`src/rtl/sio_ctl_pkg.sv`:
```
package sio_ctl_pkg;
    localparam int BYTE_W  = 8;
    localparam int NUM_WR  = 8;
    localparam int PTR_W   = $clog2(NUM_WR);
    localparam int CMD_LSB = PTR_W;
    localparam int EVT_W   = 4;

    typedef enum logic [2:0] {
        CMD_NULL     = 3'd0,
        CMD_ABORT    = 3'd1,
        CMD_STAT_RST = 3'd2,
        CMD_CHAN_RST = 3'd3,
        CMD_RX_NEXT  = 3'd4,
        CMD_TX_ACK   = 3'd5,
        CMD_ERR_RST  = 3'd6,
        CMD_RETI     = 3'd7
    } cmd_e;

    typedef struct packed {
        logic             chan_rst;
        logic             stat_rst;
        logic             err_rst;
        logic [EVT_W-1:0] evt;
    } cmd_dec_t;

    // Bit positions decoded by neighbouring logic
    localparam int W3_RX_EN  = 0;
    localparam int W5_RTS    = 1;
    localparam int W5_TX_EN  = 3;
    localparam int W5_DTR    = 7;
    localparam int S0_TXE    = 2;
    localparam int S0_DCD    = 3;
    localparam int S0_RI     = 4;
    localparam int S0_CTS    = 5;
    localparam int S0_BRK    = 7;
    localparam int S1_ALLS   = 0;
    localparam int S1_PAR    = 4;
    localparam int S1_OVR    = 5;
    localparam int S1_FRM    = 6;

    function automatic logic [EVT_W-1:0] evt_of(input cmd_e c);
        logic [EVT_W-1:0] e;
        e = '0;
        case (c)
            CMD_ABORT:   e[0] = 1'b1;
            CMD_RX_NEXT: e[1] = 1'b1;
            CMD_TX_ACK:  e[2] = 1'b1;
            CMD_RETI:    e[3] = 1'b1;
            default:     e = '0;
        endcase
        return e;
    endfunction
endpackage

```
`src/rtl/sio_ptr_decode.sv`:
```
module sio_ptr_decode
    import sio_ctl_pkg::*;
(
    input  logic                 wr_stb,
    input  logic [BYTE_W-1:0]    wr_data,
    input  logic [PTR_W-1:0]     ptr_q,
    output logic [NUM_WR-1:0]    wr_sel,
    output cmd_dec_t             cmd
);
    cmd_e code;

    for (genvar i = 0; i < NUM_WR; i++) begin : g_sel
        assign wr_sel[i] = wr_stb && (ptr_q == PTR_W'(i));
    end

    assign code = cmd_e'(wr_data[CMD_LSB +: 3]);

    always_comb begin
        cmd = '0;
        if (wr_sel[0]) begin
            cmd.chan_rst = (code == CMD_CHAN_RST);
            cmd.stat_rst = (code == CMD_STAT_RST);
            cmd.err_rst  = (code == CMD_ERR_RST);
            cmd.evt      = evt_of(code);
        end
    end
endmodule

```
`src/rtl/sio_cfg_regs.sv`:
```
module sio_cfg_regs
    import sio_ctl_pkg::*;
#(
    parameter bit VEC_CHAN = 1'b1
) (
    input  logic                 clk,
    input  logic                 rst,
    input  logic [NUM_WR-1:0]    wr_sel,
    input  logic [BYTE_W-1:0]    wr_data,
    input  logic                 chan_rst,
    input  logic [2:0]           vec_status,
    output logic [PTR_W-1:0]     ptr_q,
    output logic [BYTE_W-1:0]    cfg_wr1,
    output logic [BYTE_W-1:0]    cfg_wr3,
    output logic [BYTE_W-1:0]    cfg_wr4,
    output logic [BYTE_W-1:0]    cfg_wr5,
    output logic [2*BYTE_W-1:0]  sync_word,
    output logic [BYTE_W-1:0]    rr2
);
    logic [BYTE_W-1:0]   cfg_q [1:5];
    logic [2*BYTE_W-1:0] sync_q;

    always_ff @(posedge clk) begin
        if (rst) begin
            ptr_q  <= '0;
            sync_q <= '0;
            for (int i = 1; i <= 5; i++) cfg_q[i] <= '0;
        end else begin
            if (wr_sel[0])
                ptr_q <= wr_data[PTR_W-1:0];
            else if (|wr_sel)
                ptr_q <= '0;
            for (int i = 1; i <= 5; i++)
                if (wr_sel[i]) cfg_q[i] <= wr_data;
            if (wr_sel[6]) sync_q[BYTE_W-1:0]        <= wr_data;
            if (wr_sel[7]) sync_q[2*BYTE_W-1:BYTE_W] <= wr_data;
            if (chan_rst) begin
                cfg_q[3][W3_RX_EN] <= 1'b0;
                cfg_q[5][W5_TX_EN] <= 1'b0;
                cfg_q[5][W5_RTS]   <= 1'b0;
                cfg_q[5][W5_DTR]   <= 1'b0;
            end
        end
    end

    if (VEC_CHAN) begin : g_vec_live
        logic [4:0] vec_q;
        always_ff @(posedge clk) begin
            if (rst)            vec_q <= '0;
            else if (wr_sel[2]) vec_q <= {wr_data[7:4], wr_data[0]};
        end
        assign rr2 = {vec_q[4:1], vec_status, vec_q[0]};
    end else begin : g_vec_dead
        assign rr2 = {4'b0000, vec_status, 1'b0};
    end

    assign cfg_wr1   = cfg_q[1];
    assign cfg_wr3   = cfg_q[3];
    assign cfg_wr4   = cfg_q[4];
    assign cfg_wr5   = cfg_q[5];
    assign sync_word = sync_q;
endmodule

```
`src/rtl/sio_status_regs.sv`:
```
module sio_status_regs
    import sio_ctl_pkg::*;
(
    input  logic              clk,
    input  logic              rst,
    input  logic              stat_rst,
    input  logic              err_rst,
    input  logic              chan_rst,
    input  logic              dcd_in,
    input  logic              cts_in,
    input  logic              ri_in,
    input  logic              rx_break,
    input  logic              rx_parity_err,
    input  logic              rx_overrun_err,
    input  logic              rx_frame_err,
    input  logic              tx_load,
    input  logic              tx_empty,
    output logic [BYTE_W-1:0] rr0,
    output logic [BYTE_W-1:0] rr1
);
    logic dcd_q, ri_q, cts_q, brk_q, txe_q;
    logic par_q, ovr_q, frm_q, alls_q;

    always_ff @(posedge clk) begin
        if (rst) begin
            {dcd_q, ri_q, cts_q, brk_q} <= '0;
            {par_q, ovr_q, frm_q}       <= '0;
            txe_q  <= 1'b1;
            alls_q <= 1'b1;
        end else begin
            if (stat_rst) begin
                dcd_q <= ~dcd_in;
                ri_q  <= ri_in;
                cts_q <= cts_in;
                brk_q <= 1'b0;
            end else if (rx_break) begin
                brk_q <= 1'b1;
            end
            if (err_rst) begin
                {par_q, ovr_q, frm_q} <= '0;
            end else begin
                if (rx_parity_err)  par_q <= 1'b1;
                if (rx_overrun_err) ovr_q <= 1'b1;
                if (rx_frame_err)   frm_q <= 1'b1;
            end
            if (chan_rst || tx_empty) begin
                txe_q  <= 1'b1;
                alls_q <= 1'b1;
            end else if (tx_load) begin
                txe_q  <= 1'b0;
                alls_q <= 1'b0;
            end
        end
    end

    always_comb begin
        rr0         = '0;
        rr0[S0_TXE] = txe_q;
        rr0[S0_DCD] = dcd_q;
        rr0[S0_RI]  = ri_q;
        rr0[S0_CTS] = cts_q;
        rr0[S0_BRK] = brk_q;
        rr1          = '0;
        rr1[S1_ALLS] = alls_q;
        rr1[S1_PAR]  = par_q;
        rr1[S1_OVR]  = ovr_q;
        rr1[S1_FRM]  = frm_q;
    end
endmodule

```
`src/rtl/sio_rts_ctl.sv`:
```
module sio_rts_ctl (
    input  logic clk,
    input  logic rst,
    input  logic wr5_sel,
    input  logic rts_bit,
    input  logic chan_rst,
    input  logic tx_empty,
    output logic rts_n
);
    logic release_pend;

    always_ff @(posedge clk) begin
        if (rst || chan_rst) begin
            rts_n        <= 1'b1;
            release_pend <= 1'b0;
        end else if (wr5_sel) begin
            if (rts_bit) begin
                rts_n        <= 1'b0;
                release_pend <= 1'b0;
            end else if (!rts_n) begin
                release_pend <= 1'b1;
            end
        end else if (release_pend && tx_empty) begin
            rts_n        <= 1'b1;
            release_pend <= 1'b0;
        end
    end
endmodule

```
`src/rtl/sio_ctl_regs.sv`:
```
module sio_ctl_regs
    import sio_ctl_pkg::*;
#(
    parameter bit VEC_CHAN = 1'b1
) (
    input  logic                 clk,
    input  logic                 rst,
    input  logic                 wr_stb,
    input  logic [7:0]           wr_data,
    input  logic                 dcd_in,
    input  logic                 cts_in,
    input  logic                 ri_in,
    input  logic                 rx_break,
    input  logic                 rx_parity_err,
    input  logic                 rx_overrun_err,
    input  logic                 rx_frame_err,
    input  logic                 tx_load,
    input  logic                 tx_empty,
    input  logic [2:0]           vec_status,
    output logic [7:0]           cfg_wr1,
    output logic [7:0]           cfg_wr3,
    output logic [7:0]           cfg_wr4,
    output logic [7:0]           cfg_wr5,
    output logic [15:0]          sync_word,
    output logic [7:0]           rr0,
    output logic [7:0]           rr1,
    output logic [7:0]           rr2,
    output logic [3:0]           cmd_evt,
    output logic                 rts_n,
    output logic                 dtr_n
);
    logic [PTR_W-1:0]  ptr_q;
    logic [NUM_WR-1:0] wr_sel;
    cmd_dec_t          cmd;

    sio_ptr_decode u_dec (
        .wr_stb  (wr_stb),
        .wr_data (wr_data),
        .ptr_q   (ptr_q),
        .wr_sel  (wr_sel),
        .cmd     (cmd)
    );

    sio_cfg_regs #(.VEC_CHAN(VEC_CHAN)) u_cfg (
        .clk        (clk),
        .rst        (rst),
        .wr_sel     (wr_sel),
        .wr_data    (wr_data),
        .chan_rst   (cmd.chan_rst),
        .vec_status (vec_status),
        .ptr_q      (ptr_q),
        .cfg_wr1    (cfg_wr1),
        .cfg_wr3    (cfg_wr3),
        .cfg_wr4    (cfg_wr4),
        .cfg_wr5    (cfg_wr5),
        .sync_word  (sync_word),
        .rr2        (rr2)
    );

    sio_status_regs u_stat (
        .clk            (clk),
        .rst            (rst),
        .stat_rst       (cmd.stat_rst),
        .err_rst        (cmd.err_rst),
        .chan_rst       (cmd.chan_rst),
        .dcd_in         (dcd_in),
        .cts_in         (cts_in),
        .ri_in          (ri_in),
        .rx_break       (rx_break),
        .rx_parity_err  (rx_parity_err),
        .rx_overrun_err (rx_overrun_err),
        .rx_frame_err   (rx_frame_err),
        .tx_load        (tx_load),
        .tx_empty       (tx_empty),
        .rr0            (rr0),
        .rr1            (rr1)
    );

    sio_rts_ctl u_rts (
        .clk      (clk),
        .rst      (rst),
        .wr5_sel  (wr_sel[5]),
        .rts_bit  (wr_data[W5_RTS]),
        .chan_rst (cmd.chan_rst),
        .tx_empty (tx_empty),
        .rts_n    (rts_n)
    );

    assign cmd_evt = cmd.evt;
    assign dtr_n   = ~cfg_wr5[W5_DTR];
endmodule

```
`config.mk`:
```
export PLATFORM = sky130hd
export DESIGN_NAME = sio_ctl_regs
export DESIGN_NICKNAME = d
export VERILOG_FILES = /design/src/rtl/sio_ctl_pkg.sv /design/src/rtl/sio_ptr_decode.sv /design/src/rtl/sio_cfg_regs.sv /design/src/rtl/sio_status_regs.sv /design/src/rtl/sio_rts_ctl.sv /design/src/rtl/sio_ctl_regs.sv
export SDC_FILE = /design/constraint.sdc
export NUM_CORES = 1
export LEC_CHECK = 0
export ABC_AREA = 1
export BUFFER_PORTS_ARGS = -buffer_cell sky130_fd_sc_hd__buf_4
export CAP_MARGIN = 25
export CORE_MARGIN = 8
export CORE_UTILIZATION = 30
export DETAILED_ROUTE_END_ITERATION = 7
export HOLD_SLACK_MARGIN = 0.15
export SLEW_MARGIN = 20
export SYNTH_ARGS = -nofsm -noshare
export SYNTH_HDL_FRONTEND = slang
export SYNTH_SLANG_ARGS = --single-unit
```
`constraint.sdc`:
```
create_clock -name clk -period 1.51 [get_ports clk]
set_clock_uncertainty 0.15 [all_clocks]
set_input_delay 0.151 -clock clk [delete_from_list [all_inputs] [get_ports clk]]
set_output_delay 0.151 -clock clk [all_outputs]
set_load 0.005 [all_outputs]
```
Yosys cells after proc, flatten, opt, wreduce, memory -nomap -nowiden. Memories as Yosys holds them, arrays and structs flattened. Index checks and enable logic that the tools add are counted.

Eq/ne operators: 16. Bitwise operators: 11. Multiplexer cells: 43. Reductions and logical operators: 20.

Operators by type and width (count): 2-to-1 mux 8 bit (5); 2-to-1 mux 1 bit (35); == test 3 bit (second input constant) (8); == test 3 x 2 -> 1 bit (second input constant) (4); logical AND 1 bit (9); OR 1 bit (9); OR reduction 8 bit (1); 2-to-1 mux 7 bit (1); == test 3 x 1 -> 1 bit (second input constant) (2); 2-to-1 mux 3 bit (2); OR reduction 2 bit (3); AND reduction 2 bit (2); nonzero test 2 bit (2); zero test 3 bit (1); inequality test 3 bit (second input constant) (1); logical OR 1 bit (2); inequality test 2 bit (second input constant) (1); NOT 1 bit (2).

Bits in writable memories: 40. Output and inout bits: 78. Register bits after elaboration: 34. Memories kept: 1.

Memories: u_cfg.cfg_q (depth 5, bits a word 8, rd ports 4, clocked after Yosys merged registers in 0, write ports 5, line sio_cfg_regs.sv:20) `logic [BYTE_W-1:0] cfg_q [1:5];`.

Logic depth before layout (Yosys ltp). Gate-level depths: netlist (run 1).

Depth after elaboration: 7. Gate-level depth with buffers: 7.

Cells and area by module. From an unflattened synthesis (run 1), not the netlist that was laid out.

Cells, all modules: 295. Area, all modules: 2711.4 um^2.

Modules (own cells, without submodules): sio_cfg_regs (sequential area each 1441.4 um^2, area each 2050.7 um^2, instances 1, cells each 191); sio_status_regs (sequential area each 160.2 um^2, area each 406.6 um^2, instances 1, cells each 53); sio_ptr_decode (sequential area each 0.0 um^2, area each 146.4 um^2, instances 1, cells each 35); sio_rts_ctl (sequential area each 40.0 um^2, area each 103.8 um^2, instances 1, cells each 15); sio_ctl_regs (sequential area each 0.0 um^2, area each 3.8 um^2, instances 1, cells each 1).

Worst setup path after synthesis (run 1). OpenSTA, ideal clock, no wires.

Kind: register to register. Start: register u_cfg.ptr_q[0]. End: memory u_cfg.cfg_q[4][0], enable pin. Setup slack: -0.145 ns. Setup time: 0.384 ns. Period minus slack after synthesis: 1.655 ns. Stages on the path, launching flop included: 4. Data arrival time: 1.121 ns. Cell sequence: dfxtp_1 -> inv_1 -> nand2_1 -> o21ai_0.

RTL lines: start: declaration (line sio_cfg_regs.sv:12) `output logic [PTR_W-1:0] ptr_q,`; start signal: assignment (line sio_cfg_regs.sv:30) `ptr_q <= wr_data[PTR_W-1:0];`; end: declaration (line sio_cfg_regs.sv:20).

Final worst setup path (run 1).
Start: register u_cfg.ptr_q[2]. End: output cmd_evt[1].

Cells in the longest elaborated chain, start to end: 3.

Ends and longest elaborated chain: zero test 3 bit (line sio_ptr_decode.sv:13) `assign wr_sel[i] = wr_stb && (ptr_q == PTR_W'(i));`; logical AND 1 bit (line sio_ptr_decode.sv:13); 2-to-1 mux 7 bit (line sio_ptr_decode.sv:20) `if (wr_sel[0]) begin`; end: declaration (line sio_ctl_regs.sv:28) `output logic [3:0] cmd_evt,`.

No other way between the ends.

==> metrics, run 1 <==
Min Clock Period, post-route=1.63 ns; fraction of the mapped netlist area in simple logic gates=18.0%; Top FF cell, synth=dfxtp_1; detailed placement HPWL=slightly above 5000 um; total number of vias=~2,200; Post-DRT Antenna Nets=0; Req. time, crit path=1.21 ns; top cells by count, synth=nor2_1 (62), dfxtp_1 (34), edfxtp_1 (32), nand2_1 (27), o21ai_0 (24); worst vdd rail ir drop=407 uV; number of global-route vias before repair=around 2,200; Longest Clk Path Bufs=2; fin crit share=108%; Critical R2R Launch=u_cfg.ptr_q[2]; Max Slew Vio Count=0; highest clock rate=0.615 GHz; top post-synthesis cells by area=edfxtp_1 (37%), dfxtp_1 (26%), nor2_1 (8.9%); power per standard cell area=1030 nW/um^2; failing checks=negative setup slack; Die Area=12,000 sq um; area leader, netlist=edfxtp_1; Rows=34; switching pwr=between 0.9 and 1 mW; gr ovfl total=0; Worst setup endpoint=cmd_evt[1]; unrepaired setup endpoints after global routing=yes; mux share of post-synthesis cell area=0%; ant diodes=0; combinational family with the most area after synthesis=simple AND/OR/NAND/NOR gates; CP arrival=1.33 ns; max-cap violation count=0; DRT iter0 DRCs=136; CP top delay family=flip-flops; static leakage=~1.8 nW; IO Count=roughly 100; most common cell in the netlist=nor2_1; initial antenna violation count=0; IO Port Bufs=87; Int Power=between 3 and 4 mW; CP bufs+invs=3; die width=roughly 110 um; R2R depth=5; Mapped Area=2610 sq um; clock power share=approximately two fifths; Cell variety after synth=20; worst-path maximum fanout=3; flop2flop setup slack=~0.030 ns; xor/xnor share of the synthesized area=0%; WL final=7430 um; Seq/Total Area, Yosys=62.8%; Placement Setup Slack=-0.000116 ns; final worst slack=-0.116 ns; FF+latch count, synth=66; ys async rst share=0%; number of vias per cell=~4.3; wire per inst=14.7 um; hold wc startpoint=vec_status[1]; cts bufs inserted=9; area grow syn2layout=51.0%; Net Sw Frac=23.7%; DR pass1 iterations=4; Worst Setup SP=u_cfg.ptr_q[2]; hold slack final=0.152 ns; Final Hold Viols=0; critical path depth=7; # DRC=0; clock-pin slew on the worst setup and hold paths=0.07 ns; later-pin clock latency in the skew report=0.33 ns; number of flops mapped to enable cells by yosys=32; first-pass GRT wire length=11,200 um; Root Buffer=clkbuf_8; Global Route Usage Sum=between 10% and 20%; status=finished with violations; CTS tree=built; min-delay worst type=in -> out; gpl congestion=around 0.8; clock sinks=66; Reg2Reg Capture Point=u_cfg.cfg_q[5][2]; Slowest Stage Delay on Critical Path=0.34 ns; most used cell along the critical path=nand2_4; crit path capture type=primary output; post-synthesis area per instance=9.53 sq um; fillers=between 800 and 900; CP Class=reg -> out; H-tree levels=3; # nets final=416; largest net degree at the start of global routing=17; Setup crit start kind=register; Final setup viols=4; core area=8590 sq um; compound-cell area share of the yosys netlist=under 10%; post-synthesis adder-cell area fraction=0%; critical-path cell with the highest stage delay=dfxtp_2; Yosys top cell area share=36.8%; CP Cell Sequence=inv_2 -> nand2_4 -> nor2_4 -> buf_6 -> nand2_4 -> nor3_2 -> buf_4; share of cells above drive strength 1=38.4%; Reg power frac=48.4%; synthesis warning total=0; Initial Utilization=30.4%; Cells after Synth=274; combinational power share=between 10% and 20%; die height=109 um
## cell usage in the layout (no fill, tap or decap), types with 3 or more instances in the layout
cell type and n:
conb_1 7, a21oi_1 22, nand3_2 3, dfxtp_1 31
inv_1 19, nand2_1 19, dlygate4sd3_1 19, nand2_2 6
inv_2 4, nor2_1 59, buf_4 105, clkbuf_8 9
edfxtp_1 32, nor2_4 5, o21ai_0 23, nand2_4 3
nand3_1 8
## metrics by stage
step	cells	power [mW]	cell area, sq um	TNS (ns)	utilization (%)
floorplan	280	2.17	2640	0	-
global placement	462	2.36	3330	0	38.8
detailed placement	462	2.36	3330	-0.000488	38.8
CTS	503	4.07	3860	-0.502	44.9
global route	506	4.21	3950	-0.779	45.9
finish	506	4.06	3950	-0.419	45.9
## routing by layer
metal	global-route usage [%]	up-vias	part of all wire, %
li1	-	1114	-
met1	14.8	996	41
met2	19.7	78	48
met5	0	-	0
met4	5.69	0	1.7
met3	4.34	12	8.8
## worst register-to-register path, delay by kind of cell (launching register included)
family                 cells  cell delay [ns]
buffers and inverters      2             0.30
DFF                        1             0.35
and+or+nand+nor            3             0.37
## power by group through the flow
stage	combinational, mW	sequential [mW]	clock (mW)
after floorplan	0.165	2.01	0
after global placement	0.355	2.00	0
after detailed placement	0.358	2.00	0
after CTS	0.448	1.96	1.66
after global routing	0.513	1.97	1.73
final	0.472	1.96	1.62
## area by class of cell
type	count	area, sq um	area share, %
Clock inverter	7	92.6	2.35
Tap cell	108	135	3.43
Inverter	24	90.1	2.28
Timing Repair Buffer	126	1000	25.4
Multi-Input combinational cell	166	855	21.7
Sequential cell	66	1650	41.8
Clock buffer	9	124	3.14
## cell families (layout without fill, tap and decap cells)
| logic type | after synthesis | after routing |
|---|---|---|
| buffers and inverters | 48 | 166 |
| AO/OA/AOI/OAI | 47 | 47 |
| flip-flops | 66 | 66 |
| AND/OR/NAND/NOR | 112 | 112 |
| other | 1 | 7 |
## what timing repair did
item / 4_1_cts / 5_1_grt
buffers inserted: 7 / 4
cloned: 0 / 0
gates resized for setup: 26 / 12
hold endpoints to repair: 39 / 2
hold buffers: 18 / 2
endpoints found under the setup margin: 20 / 30
pin swaps: 5 / 3
## sequential cells by signal, indices dropped and copies added (netlist names)
name and flops:
u_stat.frm_q 1, u_stat.ri_q 1, u_rts.release_pend 1, u_stat.dcd_q 1, u_stat.cts_q 1, u_stat.brk_q 1, u_cfg.sync_word 16, u_stat.ovr_q 1
u_stat.txe_q 1, u_cfg.ptr_q 3, u_cfg.g_vec_live.vec_q 5, u_rts.rts_n 1, u_cfg.cfg_q 32, u_stat.par_q 1
## worst min-delay path by stage
stage / end / slack (ns) / cells after the start
floorplan: u_cfg.ptr_q[0] / 0.07 / 1
global placement: rr2[1] / 0.15 / 0
detailed placement: rr2[1] / 0.15 / 0
CTS: u_cfg.g_vec_live.vec_q[1] / -0.03 / 3
global route: rr2[2] / 0.15 / 0
finish: rr2[2] / 0.15 / 0
No activity file was read; power rests on OpenSTA's default activity.
==> inputs of run 2 (changes only) <==
- BUFFER_PORTS_ARGS: -buffer_cell sky130_fd_sc_hd__buf_4 -> -buffer_cell sky130_fd_sc_hd__buf_2
- SLEW_MARGIN: 20 -> 30
==> run 2 against run 1 <==
The run still ends with negative setup slack left; cell count fell by 0.40%; maximum frequency rose by 2.0%; routed wire length decreased by 2.6%; critical endpoint is now cmd_evt[2]; core utilization is 3.3 points lower; largest power group unchanged; critical path type unchanged.
==> metrics, run 2 (synthesized netlist as in run 1, its figures left out) <==
Reg2Reg Capture Point=u_cfg.cfg_q[5][5]; total negative slack=-0.234 ns; total number of vias=2,218; IO Count=~100; min-delay worst type=in -> out; Worst setup endpoint=cmd_evt[2]; Req. time, crit path=1.21 ns; Die Area=between 10,000 and 15,000 sq um; WL final=7230 um; first-pass GRT wire length=11,300 um; Global Route Usage Sum=12.3%; gr ovfl total=0; R2R depth=5; Setup crit start kind=register; CP Cell Sequence=inv_2 -> nand2_4 -> nor2_4 -> nand2_4 -> nor3_2 -> buf_2; number of vias per cell=~4.4; gpl congestion=0.848; core area=~8600 sq um; highest clock rate=0.627 GHz; largest net degree at the start of global routing=19; Rows=34; area grow syn2layout=40.1%; Post-DRT Antenna Nets=0; DRT iter0 DRCs=105; most frequent cells in the layout=buf_2 (87), nor2_1 (60), edfxtp_1 (32); Critical R2R Launch=u_cfg.ptr_q[2]; later-pin clock latency in the skew report=0.33 ns; max-cap violation count=0; status=finished with violations; clock-pin slew on the worst setup and hold paths=0.06 ns; Final setup viols=7; final worst slack=-0.0843 ns; DR pass1 iterations=4; final core occ=between 40% and 50%; Slowest Stage Delay on Critical Path=0.33 ns; Worst Hold Depth=0; most used cell along the critical path=nand2_4; CTS tree=built; die height=between 100 and 150 um; fin crit share=106%; critical-path cell with the highest stage delay=dfxtp_2; CP arrival=1.29 ns; Worst Setup SP=u_cfg.ptr_q[2]; crit path capture type=primary output; cts bufs inserted=9; worst-path maximum fanout=3; Initial Utilization=30.4%; Largest Register=u_cfg.cfg_q; number of global-route vias before repair=2,251; Final Hold Viols=0; max reg flops=32; Root Buffer=clkbuf_8; Max Slew Vio Count=0; failing checks=negative setup slack; unrepaired setup endpoints after global routing=yes; Min Clock Period, post-route=1.59 ns; detailed placement HPWL=5190 um; share of cells above drive strength 1=between 30% and 40%; power per standard cell area=1000 nW/um^2; clock sinks=66; Longest Clk Path Bufs=2; ant diodes=0; IO Port Bufs=87; wire per inst=14.3 um; H-tree levels=3; flop2flop setup slack=0.04 ns; static leakage=1.72 nW; worst vdd rail ir drop=395 uV; CP Class=reg -> out; leading cell type in the layout, fill and taps excluded=buf_2; # nets final=about 410; die width=109 um; fillers=853; initial antenna violation count=0; # DRC=0
[run 2: cell types whose count changed in the layout (fill, tap and decap cells not counted), moves of 3 or more]
cell      previous run  this run
buf_4              105        15
buf_2                0        87
o21ai_0             23        19
clkbuf_1             0         3
nand2_1             19        22
o21ai_1              2         5
[run 2: worst min-delay path by stage]
stage,startpoint,endpoint,slack [ns]
detailed placement,vec_status[0],rr2[1],0.15
global placement,vec_status[0],rr2[1],0.15
floorplan,rst,u_cfg.ptr_q[0],0.07
global route,vec_status[1],rr2[2],0.15
CTS,vec_status[0],rr2[1],0.15
finish,vec_status[1],rr2[2],0.15
[run 2: layout make-up]
class	instances	area, sq um	share of cell area [%]
multi-input cells	166	817	22.3
well taps	108	135	3.69
repair buffers	124	788	21.5
clock inverters	2	12.5	0.342
clock buffers	14	163	4.44
inverters	24	95.1	2.60
flip-flops and latches	66	1650	45.1
[run 2: critical path: cells and delay by family, from the launching register on]
kind,cells,cell delay [ns]
AND/OR/NAND/NOR,4,0.42
flip-flops,1,0.33
buffers and inverters,2,0.21
[run 2: timing repair]
action / in CTS / in global routing
buffers inserted: 3 / 6
hold endpoints to repair: 38 / 0
hold buffers: 20 / 0
resized for setup: 16 / 19
endpoints found under the setup margin: 23 / 36
pin swaps: 1 / 3
[run 2: report_power, final]
group / switching [mW] / total [mW] / internal, mW
Clock: 0.628 / 1.31 / 0.685
Combinational: 0.223 / 0.398 / 0.176
Sequential: 0.0264 / 1.96 / 1.94
Total: 0.877 / 3.67 / 2.80
[run 2: routing by layer]
layer / part of all wire [%] / up-vias / routed length, um / GRT usage [%]
met5: 0 / - / 0 / 0
met4: 2.1 / 0 / 150 / 5.50
met3: 8.6 / 15 / 619 / 5.33
met2: 48 / 68 / 3490 / 19.7
met1: 41 / 1028 / 2980 / 14.1
li1: - / 1107 / - / -
[run 2: through the flow]
stage / hold WS (ns) / cell area [sq um] / power [mW] / setup WS (ns) / instances
after floorplan: 0.0701 / 2640 / 2.17 / 0.0721 / 280
after global placement: 0.152 / 3110 / 2.31 / -0.00275 / 459
after detailed placement: 0.152 / 3110 / 2.31 / -0.0324 / 459
after CTS: 0.152 / 3540 / 3.69 / -0.141 / 498
after global routing: 0.152 / 3660 / 3.84 / -0.150 / 504
final: 0.152 / 3660 / 3.67 / -0.0843 / 504
